File: src/rtl/sba_pkg.sv
package sba_pkg;

    typedef enum logic [1:0] {
        ST_PARK  = 2'd0,
        ST_GRANT = 2'd1,
        ST_BUSY  = 2'd2,
        ST_EXT   = 2'd3
    } arb_state_e;

endpackage

File: src/rtl/sba_rr_pick.sv
module sba_rr_pick #(
    parameter int NUM_PORTS = 9,
    parameter int IDX_W     = 4
) (
    input  logic [NUM_PORTS-1:0] elig,
    input  logic [IDX_W-1:0]     last,
    output logic                 valid,
    output logic [IDX_W-1:0]     idx
);

    // Scan offsets from farthest to nearest so the nearest eligible port wins.
    always_comb begin
        valid = 1'b0;
        idx   = '0;
        for (int off = NUM_PORTS; off >= 1; off--) begin
            int k;
            logic [IDX_W-1:0] kk;
            k = int'(last) + off;
            if (k >= NUM_PORTS) k = k - NUM_PORTS;
            kk = IDX_W'(k);
            if (elig[kk]) begin
                valid = 1'b1;
                idx   = kk;
            end
        end
    end

endmodule

File: src/rtl/sba_holdoff.sv
module sba_holdoff #(
    parameter int MIN_OFF = 2
) (
    input  logic clk,
    input  logic rst_n,
    input  logic drop,
    output logic blocked
);

    localparam int CW = (MIN_OFF > 1) ? $clog2(MIN_OFF) : 1;
    localparam logic [CW-1:0] LOAD = CW'(MIN_OFF - 1);

    logic [CW-1:0] cnt_q;

    // Dropped in cycle t: blocked until the decision at edge t+MIN_OFF.
    always_ff @(posedge clk or negedge rst_n) begin
        if (!rst_n) begin
            cnt_q <= '0;
        end else if (drop) begin
            cnt_q <= LOAD;
        end else if (cnt_q != '0) begin
            cnt_q <= cnt_q - 1'b1;
        end
    end

    assign blocked = (cnt_q != '0);

endmodule

File: src/rtl/sec_bus_arbiter.sv
module sec_bus_arbiter
    import sba_pkg::*;
#(
    parameter int NUM_PORTS = 9,
    parameter int MIN_OFF   = 2
) (
    input  logic                 clk,
    input  logic                 rst_n,
    input  logic                 ext_arb_strap,
    input  logic [NUM_PORTS-1:0] req_n,
    input  logic                 frame_n,
    input  logic                 irdy_n,
    input  logic                 bridge_req,
    output logic [NUM_PORTS-1:0] gnt_n,
    output logic                 park_o
);

    localparam int IDX_W = (NUM_PORTS > 1) ? $clog2(NUM_PORTS) : 1;
    localparam logic [IDX_W-1:0] LAST_RST = IDX_W'(NUM_PORTS - 1);

    arb_state_e             state_q, state_d;
    logic [NUM_PORTS-1:0]   gnt_q, gnt_d;
    logic [IDX_W-1:0]       last_q, last_d;
    logic [NUM_PORTS-1:0]   hold;
    logic [NUM_PORTS-1:0]   elig;
    logic [NUM_PORTS-1:0]   drop;
    logic                   pick_valid;
    logic [IDX_W-1:0]       pick_idx;
    logic                   bus_idle;

    assign bus_idle = frame_n & irdy_n;
    assign elig     = ~req_n & ~hold & ~gnt_q;
    assign drop     = gnt_q & ~gnt_d;

    sba_rr_pick #(
        .NUM_PORTS (NUM_PORTS),
        .IDX_W     (IDX_W)
    ) u_pick (
        .elig  (elig),
        .last  (last_q),
        .valid (pick_valid),
        .idx   (pick_idx)
    );

    for (genvar i = 0; i < NUM_PORTS; i++) begin : g_hold
        sba_holdoff #(
            .MIN_OFF (MIN_OFF)
        ) u_hold (
            .clk     (clk),
            .rst_n   (rst_n),
            .drop    (drop[i]),
            .blocked (hold[i])
        );
    end

    // State register
    always_ff @(posedge clk or negedge rst_n) begin
        if (!rst_n) begin
            state_q <= ST_PARK;
            gnt_q   <= '0;
            last_q  <= LAST_RST;
        end else begin
            state_q <= state_d;
            gnt_q   <= gnt_d;
            last_q  <= last_d;
        end
    end

    // Next state
    always_comb begin
        state_d = state_q;
        gnt_d   = gnt_q;
        last_d  = last_q;
        unique case (state_q)
            ST_PARK: begin
                if (ext_arb_strap) begin
                    state_d = ST_EXT;
                    gnt_d   = '0;
                end else if (bus_idle && pick_valid) begin
                    state_d           = ST_GRANT;
                    gnt_d             = '0;
                    gnt_d[pick_idx]   = 1'b1;
                    last_d            = pick_idx;
                end
            end
            ST_GRANT: begin
                if (ext_arb_strap) begin
                    state_d = ST_EXT;
                    gnt_d   = '0;
                end else if (!frame_n) begin
                    state_d = ST_BUSY;
                end else if (req_n[last_q]) begin
                    state_d = ST_PARK;
                    gnt_d   = '0;
                end
            end
            ST_BUSY: begin
                if (ext_arb_strap) begin
                    state_d = ST_EXT;
                    gnt_d   = '0;
                end else if (frame_n) begin
                    gnt_d = '0;
                    if (pick_valid) begin
                        state_d         = ST_GRANT;
                        gnt_d[pick_idx] = 1'b1;
                        last_d          = pick_idx;
                    end else begin
                        state_d = ST_PARK;
                    end
                end
            end
            ST_EXT: begin
                gnt_d = '0;
                if (!ext_arb_strap) state_d = ST_PARK;
            end
            default: begin
                state_d = ST_PARK;
                gnt_d   = '0;
            end
        endcase
    end

    // Outputs
    always_comb begin
        gnt_n = ~gnt_q;
        if (ext_arb_strap) begin
            gnt_n[0] = ~(bridge_req & rst_n);
            park_o   = rst_n & ~req_n[0] & bus_idle;
        end else begin
            park_o   = rst_n & (state_q == ST_PARK) & bus_idle;
        end
    end

endmodule

File: config.mk
export PLATFORM = sky130hd
export DESIGN_NAME = sec_bus_arbiter
export DESIGN_NICKNAME = d
export VERILOG_FILES = /design/src/rtl/sba_pkg.sv /design/src/rtl/sba_rr_pick.sv /design/src/rtl/sba_holdoff.sv /design/src/rtl/sec_bus_arbiter.sv
export SDC_FILE = /design/constraint.sdc
export NUM_CORES = 1
export LEC_CHECK = 0
export BUFFER_PORTS_ARGS = -buffer_cell sky130_fd_sc_hd__clkbuf_2
export CORE_ASPECT_RATIO = 0.9
export CORE_UTILIZATION = 60
export DETAILED_ROUTE_END_ITERATION = 12
export PLACE_DENSITY = 0.88
export SLEW_MARGIN = 20
export SYNTH_ARGS = -nofsm -noshare
export SYNTH_HDL_FRONTEND = slang
export SYNTH_HIERARCHICAL = 1
export SYNTH_SLANG_ARGS = --single-unit
File: constraint.sdc
create_clock -name clk -period 6.35 [get_ports clk]
set_clock_uncertainty 0.1 [all_clocks]
set_input_delay 1.27 -clock clk [delete_from_list [all_inputs] [get_ports clk]]
set_output_delay 1.27 -clock clk [all_outputs]
set_load 0.02 [all_outputs]
After elaboration in Yosys (flattened, before gate mapping)
Index checks and enable logic that the tools add are counted.
- $add $sub $neg: 27
- magnitude comparators: 21
- equal/unequal tests: 12
- muxes and demuxes: 94
- bitwise gates (word level): 15
- reductions and logical operators: 6
- operator list (kind ; number):
    4-bit 2-to-1 mux ; 23
    9-bit 2-to-1 mux ; 8
    4-bit by 5-bit < comparator with 1-bit output (second input constant) ; 11
    5-bit by 4-bit greater-or-equal comparator with 1-bit output (second input constant) ; 9
    1-bit 2-to-1 mux ; 41
    1-bit binary-select mux with 4-bit select ; 10
    9-bit NOT ; 4
    9-bit one-hot mux with 4 select lines ; 1
    4-bit subtractor (second input constant) ; 9
    9-bit bitwise AND ; 3
    4-bit by 3-bit adder with 5-bit output (second input constant) ; 4
    2-bit 2-to-1 mux ; 8
    2-bit != test (second input constant) ; 6
    4-bit by 2-bit adder with 5-bit output (second input constant) ; 2
    4-bit by 4-bit adder with 5-bit output (second input constant) ; 2
    1-bit subtractor (second input constant) ; 9
    2-bit one-hot mux with 4 select lines ; 1
    4-bit one-hot mux with 2 select lines ; 1
    1-bit bitwise AND ; 6
    3-bit != test (second input constant) ; 2
    6-bit AND reduction ; 1
    4-bit by 1-bit adder with 5-bit output (second input constant) ; 1
    1-bit demux with 4-bit select ; 1
    2-bit == test (second input constant) ; 2
    8 further kinds ; 10
- bits in registers: 24
- input bits: 15
- word-level logic and storage cells: 187

Logic depth before layout (Yosys ltp)
- word-level depth: 25
- mapped depth: 23
- depth with buffers taken out: 18

Cells and area by module
The synthesis kept the hierarchy.
- modules (own cells, without submodules) (module ; times used ; cells each ; area an instance (um^2) ; sequential area each (um^2)):
    sba_rr_pick ; 1 ; 532 ; 3569.7 ; 0.0
    sec_bus_arbiter ; 1 ; 131 ; 1129.8 ; 376.6
    sba_holdoff ; 9 ; 1 ; 25.0 ; 25.0

Worst setup path after synthesis
No wires, ideal clock.
- path type: reg-to-reg
- from: reg last_q[0]
- to: reg gnt_q[8]
- setup time: 0.095 ns
- arrival time: 4.843 ns
- data required time: 6.155 ns
- path slack: 1.311 ns
- stages on the path, launching flop included: 22
- path through: dfrtp_1 > buf_6 > inv_1 > clkbuf_1 > buf_1 > ha_1 > buf_2 > or2_2 > o311a_1 > o41ai_2 > a2111oi_0 > a22o_1 > nor2_1 > nand2b_1 > a211o_1 > o211ai_1 > a21oi_1 > nor2_1 > nor4bb_1 > a31oi_1 > o21a_1 > o31ai_1
- word-level cells in the longest chain between the ends: 22
- elaborated cells between the ends (all ways): 89
- those cells by class: 18 x add/sub; 11 x order compare; 58 x mux; 2 x reduce/logical
- ends and longest elaborated chain (element ; RTL line ; RTL):
    start: declaration ; sec_bus_arbiter.sv:23 ; logic [IDX_W-1:0] last_q, last_d;
    start signal: assignment ; sec_bus_arbiter.sv:65 ; last_q <= last_d;
    4-bit by 4-bit adder with 5-bit output ; sba_rr_pick.sv:18 ; k = int'(last) + off;
    4-bit subtractor or 5-bit by 4-bit greater-or-equal comparator with 1-bit output (tied branches) ; sba_rr_pick.sv:19 ; if (k >= NUM_PORTS) k = k - NUM_PORTS;
    4-bit 2-to-1 mux ; sba_rr_pick.sv:19 ;
    1-bit binary-select mux with 4-bit select ; sba_rr_pick.sv:21 ; if (elig[kk]) begin
    1-bit 2-to-1 mux (implied by the code) ; sba_rr_pick.sv:21 ;
    4-bit 2-to-1 mux (9 in a row) ; sba_rr_pick.sv:21 ;
    4-bit by 5-bit < comparator with 1-bit output (implied by the code) or 4-bit by 1-bit greater-or-equal comparator with 1-bit output (tied branches) ; sec_bus_arbiter.sv:82, sec_bus_arbiter.sv:105 ;
    1-bit logical AND (implied by the code) ; sec_bus_arbiter.sv:82, sec_bus_arbiter.sv:105 ;
    1-bit 2-to-1 mux (implied by the code) ; sec_bus_arbiter.sv:82, sec_bus_arbiter.sv:105 ;
    1-bit demux with 4-bit select ; sec_bus_arbiter.sv:82, sec_bus_arbiter.sv:105 ;
    9-bit 2-to-1 mux ; sec_bus_arbiter.sv:103 ; if (pick_valid) begin
    9-bit 2-to-1 mux ; sec_bus_arbiter.sv:101 ; end else if (frame_n) begin
    9-bit 2-to-1 mux ; sec_bus_arbiter.sv:98 ; if (ext_arb_strap) begin
    9-bit one-hot mux with 4 select lines (*) ; sec_bus_arbiter.sv:74 ; unique case (state_q)
    net gnt_d[8] ; sec_bus_arbiter.sv:22 ; logic [NUM_PORTS-1:0] gnt_q, gnt_d;
    end signal: assignment ; sec_bus_arbiter.sv:64 ; gnt_q <= gnt_d;
    end: declaration ; sec_bus_arbiter.sv:22 ;
Mark *: on every way through the listed nets, which the timed path passes. The rest lies on a longest branch. The select of a mux whose other input is x is not followed.
A chain may end at the register's enable or synchronous reset.

Worst setup path in the final report
- from: reg last_q[2]
- to: reg g_hold[3].u_hold.cnt_q
- word-level cells in the longest chain between the ends: 25
- elaborated cells between the ends (all ways): 92
- those cells by class: 18 x add/sub; 11 x order compare; 59 x mux; 2 x bitwise; 2 x reduce/logical
- ends and longest elaborated chain (element ; RTL line ; RTL):
    4-bit by 4-bit adder with 5-bit output ; sba_rr_pick.sv:18 ;
    4-bit subtractor or 5-bit by 4-bit greater-or-equal comparator with 1-bit output (tied branches) ; sba_rr_pick.sv:19 ;
    4-bit 2-to-1 mux ; sba_rr_pick.sv:19 ;
    1-bit binary-select mux with 4-bit select ; sba_rr_pick.sv:21 ;
    1-bit 2-to-1 mux (implied by the code) ; sba_rr_pick.sv:21 ;
    4-bit 2-to-1 mux (9 in a row) ; sba_rr_pick.sv:21 ;
    4-bit by 5-bit < comparator with 1-bit output (implied by the code) or 4-bit by 1-bit greater-or-equal comparator with 1-bit output (tied branches) ; sec_bus_arbiter.sv:82, sec_bus_arbiter.sv:105 ;
    1-bit logical AND (implied by the code) ; sec_bus_arbiter.sv:82, sec_bus_arbiter.sv:105 ;
    [... 2 more ...] ; n/a ;
    9-bit 2-to-1 mux ; sec_bus_arbiter.sv:103 ;
    9-bit 2-to-1 mux ; sec_bus_arbiter.sv:101 ;
    9-bit 2-to-1 mux ; sec_bus_arbiter.sv:98 ;
    9-bit one-hot mux with 4 select lines (*) ; sec_bus_arbiter.sv:74 ;
    9-bit NOT (*) ; sec_bus_arbiter.sv:33 ; assign drop = gnt_q & ~gnt_d;
    9-bit bitwise AND (*) ; sec_bus_arbiter.sv:33 ;
    net drop[3] ; sec_bus_arbiter.sv:26 ; logic [NUM_PORTS-1:0] drop;
    1-bit 2-to-1 mux (*) ; sba_holdoff.sv:19 ; end else if (drop) begin
    end signal: assignment ; sba_holdoff.sv:22 ; cnt_q <= cnt_q - 1'b1;
    end: declaration ; sba_holdoff.sv:13 ; logic [CW-1:0] cnt_q;
Marks and branches as above.

==> results.cfg <==
[run_status]
status = finished clean

[clock_network]
hold_buffers = 0
cts_buffers = 3
insertion_delay_ns = 0.28
cts_setup_buffers = 0
clock_sinks = 24
htreeDepth = 1
cts.path.max_buffers = 2
clkTransAtPathRegs_ns = 0.10
ctsResizeCount = 0
cts_tree = done
cts_root_buf = clkbuf_8

[die]
die_h_um = 87.9
dieArea_um2 = 8570
rows = 30
initial_utilization_pct = 63.7
ios = 25
design.core.area_um2 = 7730
die_w_um = 97.5

[grt]
grt_overflow_total = 0
grt_max_degree = 33
grt_pass1_vias = 5136
grt.total_usage_pct = 39.5
antenna_found_initial = 0
grt_pass1_wl_um = 27200

[setup_path]
r2r_end = g_hold[3].u_hold/blocked
max_stage_delay_ns = 0.73
worstSetupPathType = flop to flop
r2r_cells = 16
reg2reg_from = last_q[2]
slowest_stage = nor4_1
critPathBufInv = 1
regToRegSetupSlack_ns = 0.67
cp.required_ns = 6.40
crit_chain = buf_4 > ha_1 > xor2_1 > a21boi_1 > nor3_1 > nor2_1 > o311ai_0 > a31oi_1 > and2b_1 > nand2_1 > a21oi_1 > o22ai_1 > nor4_1 > nand3_1 > nand2_1 > nor3_2
path_common_cell = nand2_1
cp-start-kind = flop
cp-end-kind = flop
cp.arrival_ns = 5.74
path_max_fanout = 17
critPathTopFamily = simple AND/OR/NAND/NOR gates

[hold_path]
hp-class = flop to flop
whs_path_depth = 2
holdCritStartpoint = gnt_q[6]
hold_end = g_hold[6].u_hold/blocked

[synthesis]
ys_seq_elements = 24
yosys.area.top_type_share_pct = 11.7
synth_xor_area_share_pct = 4.55
synth_top_family_by_area = compound AO/OA/AOI/OAI gates
synth_area_leader_cell = dfrtp_1
synth_fa_ha_area_share_pct = 5.34
yosysUniqueCellTypes = 93
ys.flop_type = dfrtp_1
synth_edf_count = 0
avgSynthCellArea_um2 = 7.33
ys_seq_area_share_pct = 12.2
synth_compound_area_share_pct = 33.1
synth.area.top_cells = dfrtp_1 (12%), nand2_1 (5.5%), ha_1 (5.3%)
yosys_warnings = 6
synth_area_um2 = 4920
synth_nets = 708
netlist_instances = 672
synth_mux_area_share_pct = 8.97
synthArstFlopShare_pct = 100
synth-simple-area-share_pct = 29.1

[timing]
max_freq_ghz = 0.176
rsz0062_at_grt = false
period_share_pct = 89.5
setup-tns-final_ns = 0
layout_min_cycle_time_ns = 5.68
maxSlewViolCount = 0
setup_viol = 0
final_hold_viol_count = 0
max_slew.worst_pin.slew_ns = 0.892
slew_headroom_pct = 40.5

[detailed_routing]
wire_per_inst_um = 22.3
ant_nets = 0
drt_iter0_drc = 789
drcViolationCount = 0
viasPerCell = 7.32
wl_um = 17200
first_pass_iters = 8
vias = 5653

[final_layout]
drive_gt1_share_pct = 15.7
most-common-layout-cells = nand2_1 (72), nor2_1 (51), a21oi_1 (39)
insertedDiodeCount = 0
utilization_pct = 66.8
fill_cells = 687
layout_commonest_cell = nand2_1
nets = 713
syn_to_final_growth_pct = 4.95

[placed_design]
routabilityCongestion = 1.06
dpl.hpwl_um = 12900
numPortBuffers = 24

[run]
cap_violations = 0
==> how the worst max path moves through the flow <==
| stage | start | to | slack (ns) | depth (start not counted) |
|---|---|---|---|---|
| floorplan | last_q[0] | gnt_q[8] | 1.31 | 21 |
| global placement | last_q[2] | gnt_q[8] | 1.01 | 17 |
| detailed placement | last_q[2] | gnt_q[8] | 0.97 | 17 |
| CTS | last_q[2] | gnt_q[8] | 0.95 | 17 |
| global route | last_q[2] | g_hold[3].u_hold/blocked | 0.30 | 16 |
| finish | last_q[2] | g_hold[3].u_hold/blocked | 0.67 | 16 |
==> cells in the mapped netlist, types with 5 or more instances <==
cell type / n
a21oi_1: 39
mux4_2: 7
nor2_1: 51
o211ai_1: 8
nand4_1: 6
nor3_2: 9
buf_1: 5
buf_2: 18
a21boi_0: 5
and2_1: 7
nor3_1: 26
a21o_1: 11
nand2b_1: 16
or2_2: 7
dfrtp_1: 23
nand2_1: 72
or3_1: 5
a211oi_1: 18
or4_1: 5
o22ai_1: 9
xnor2_1: 18
ha_1: 21
inv_1: 27
o31ai_1: 14
mux2_2: 10
nand3_1: 21
a31oi_1: 7
clkbuf_1: 19
a211o_1: 9
a221oi_1: 6
nor4_1: 10
nor2b_1: 15
nor3b_1: 5
o21ai_0: 32
mux2i_1: 16
==> final cells by class <==
cell class / instances / area, um2 / area share (%)
tap: 96 / 120 / 2.32
sequential: 24 / 603 / 11.7
clock buffer: 4 / 55.1 / 1.07
inverter: 28 / 105 / 2.03
timing repair buffer: 47 / 293 / 5.66
multi-input combinational: 573 / 3990 / 77.2
==> logic make-up (layout without fill, tap and decap cells) <==
group / Yosys count / after routing
AO/OA/AOI/OAI: 223 / 223
XOR/XNOR: 23 / 23
flip-flops: 24 / 24
AND/OR/NAND/NOR: 272 / 272
multiplexers: 34 / 34
adder cells (fa/ha/maj): 21 / 21
buffers and inverters: 75 / 79
==> registers in the layout (all words and copies together) (netlist names) <==
name / flops
g_hold.u_hold/blocked: 9
gnt_q: 9
last_q: 4
state_q: 2
==> worst register-to-register path, stage by stage, from the launching register on <==
cell and delay (ns):
dfrtp_1 0.69, buf_4 0.30, ha_1 0.59, xor2_1 0.18, a21boi_1 0.24, nor3_1 0.69, nor2_1 0.11, o311ai_0 0.53
a31oi_1 0.27, and2b_1 0.39, nand2_1 0.09, a21oi_1 0.15, o22ai_1 0.14, nor4_1 0.73, nand3_1 0.19, nand2_1 0.13
nor3_2 0.05
==> metal layers <==
metal	GRT usage, %	routed length (um)
met1	54.4	6980
met2	60.0	7210
met3	10.1	2400
met4	14.7	609
met5	0	0
==> metrics by stage <==
step                instance area (um2)  worst slack [ns]  cells  hold WS (ns)
CTS                                5170             0.945    772         0.445
detailed placement                 5110             0.972    768         0.433
global placement                   5110              1.01    768         0.423
floorplan                          4920              1.31    672         0.408
finish                             5170             0.666    772         0.444
global route                       5170             0.298    772         0.472
Power is not shown: default switching activity piles up to over one toggle a cycle in this logic, so the estimate is an artifact.
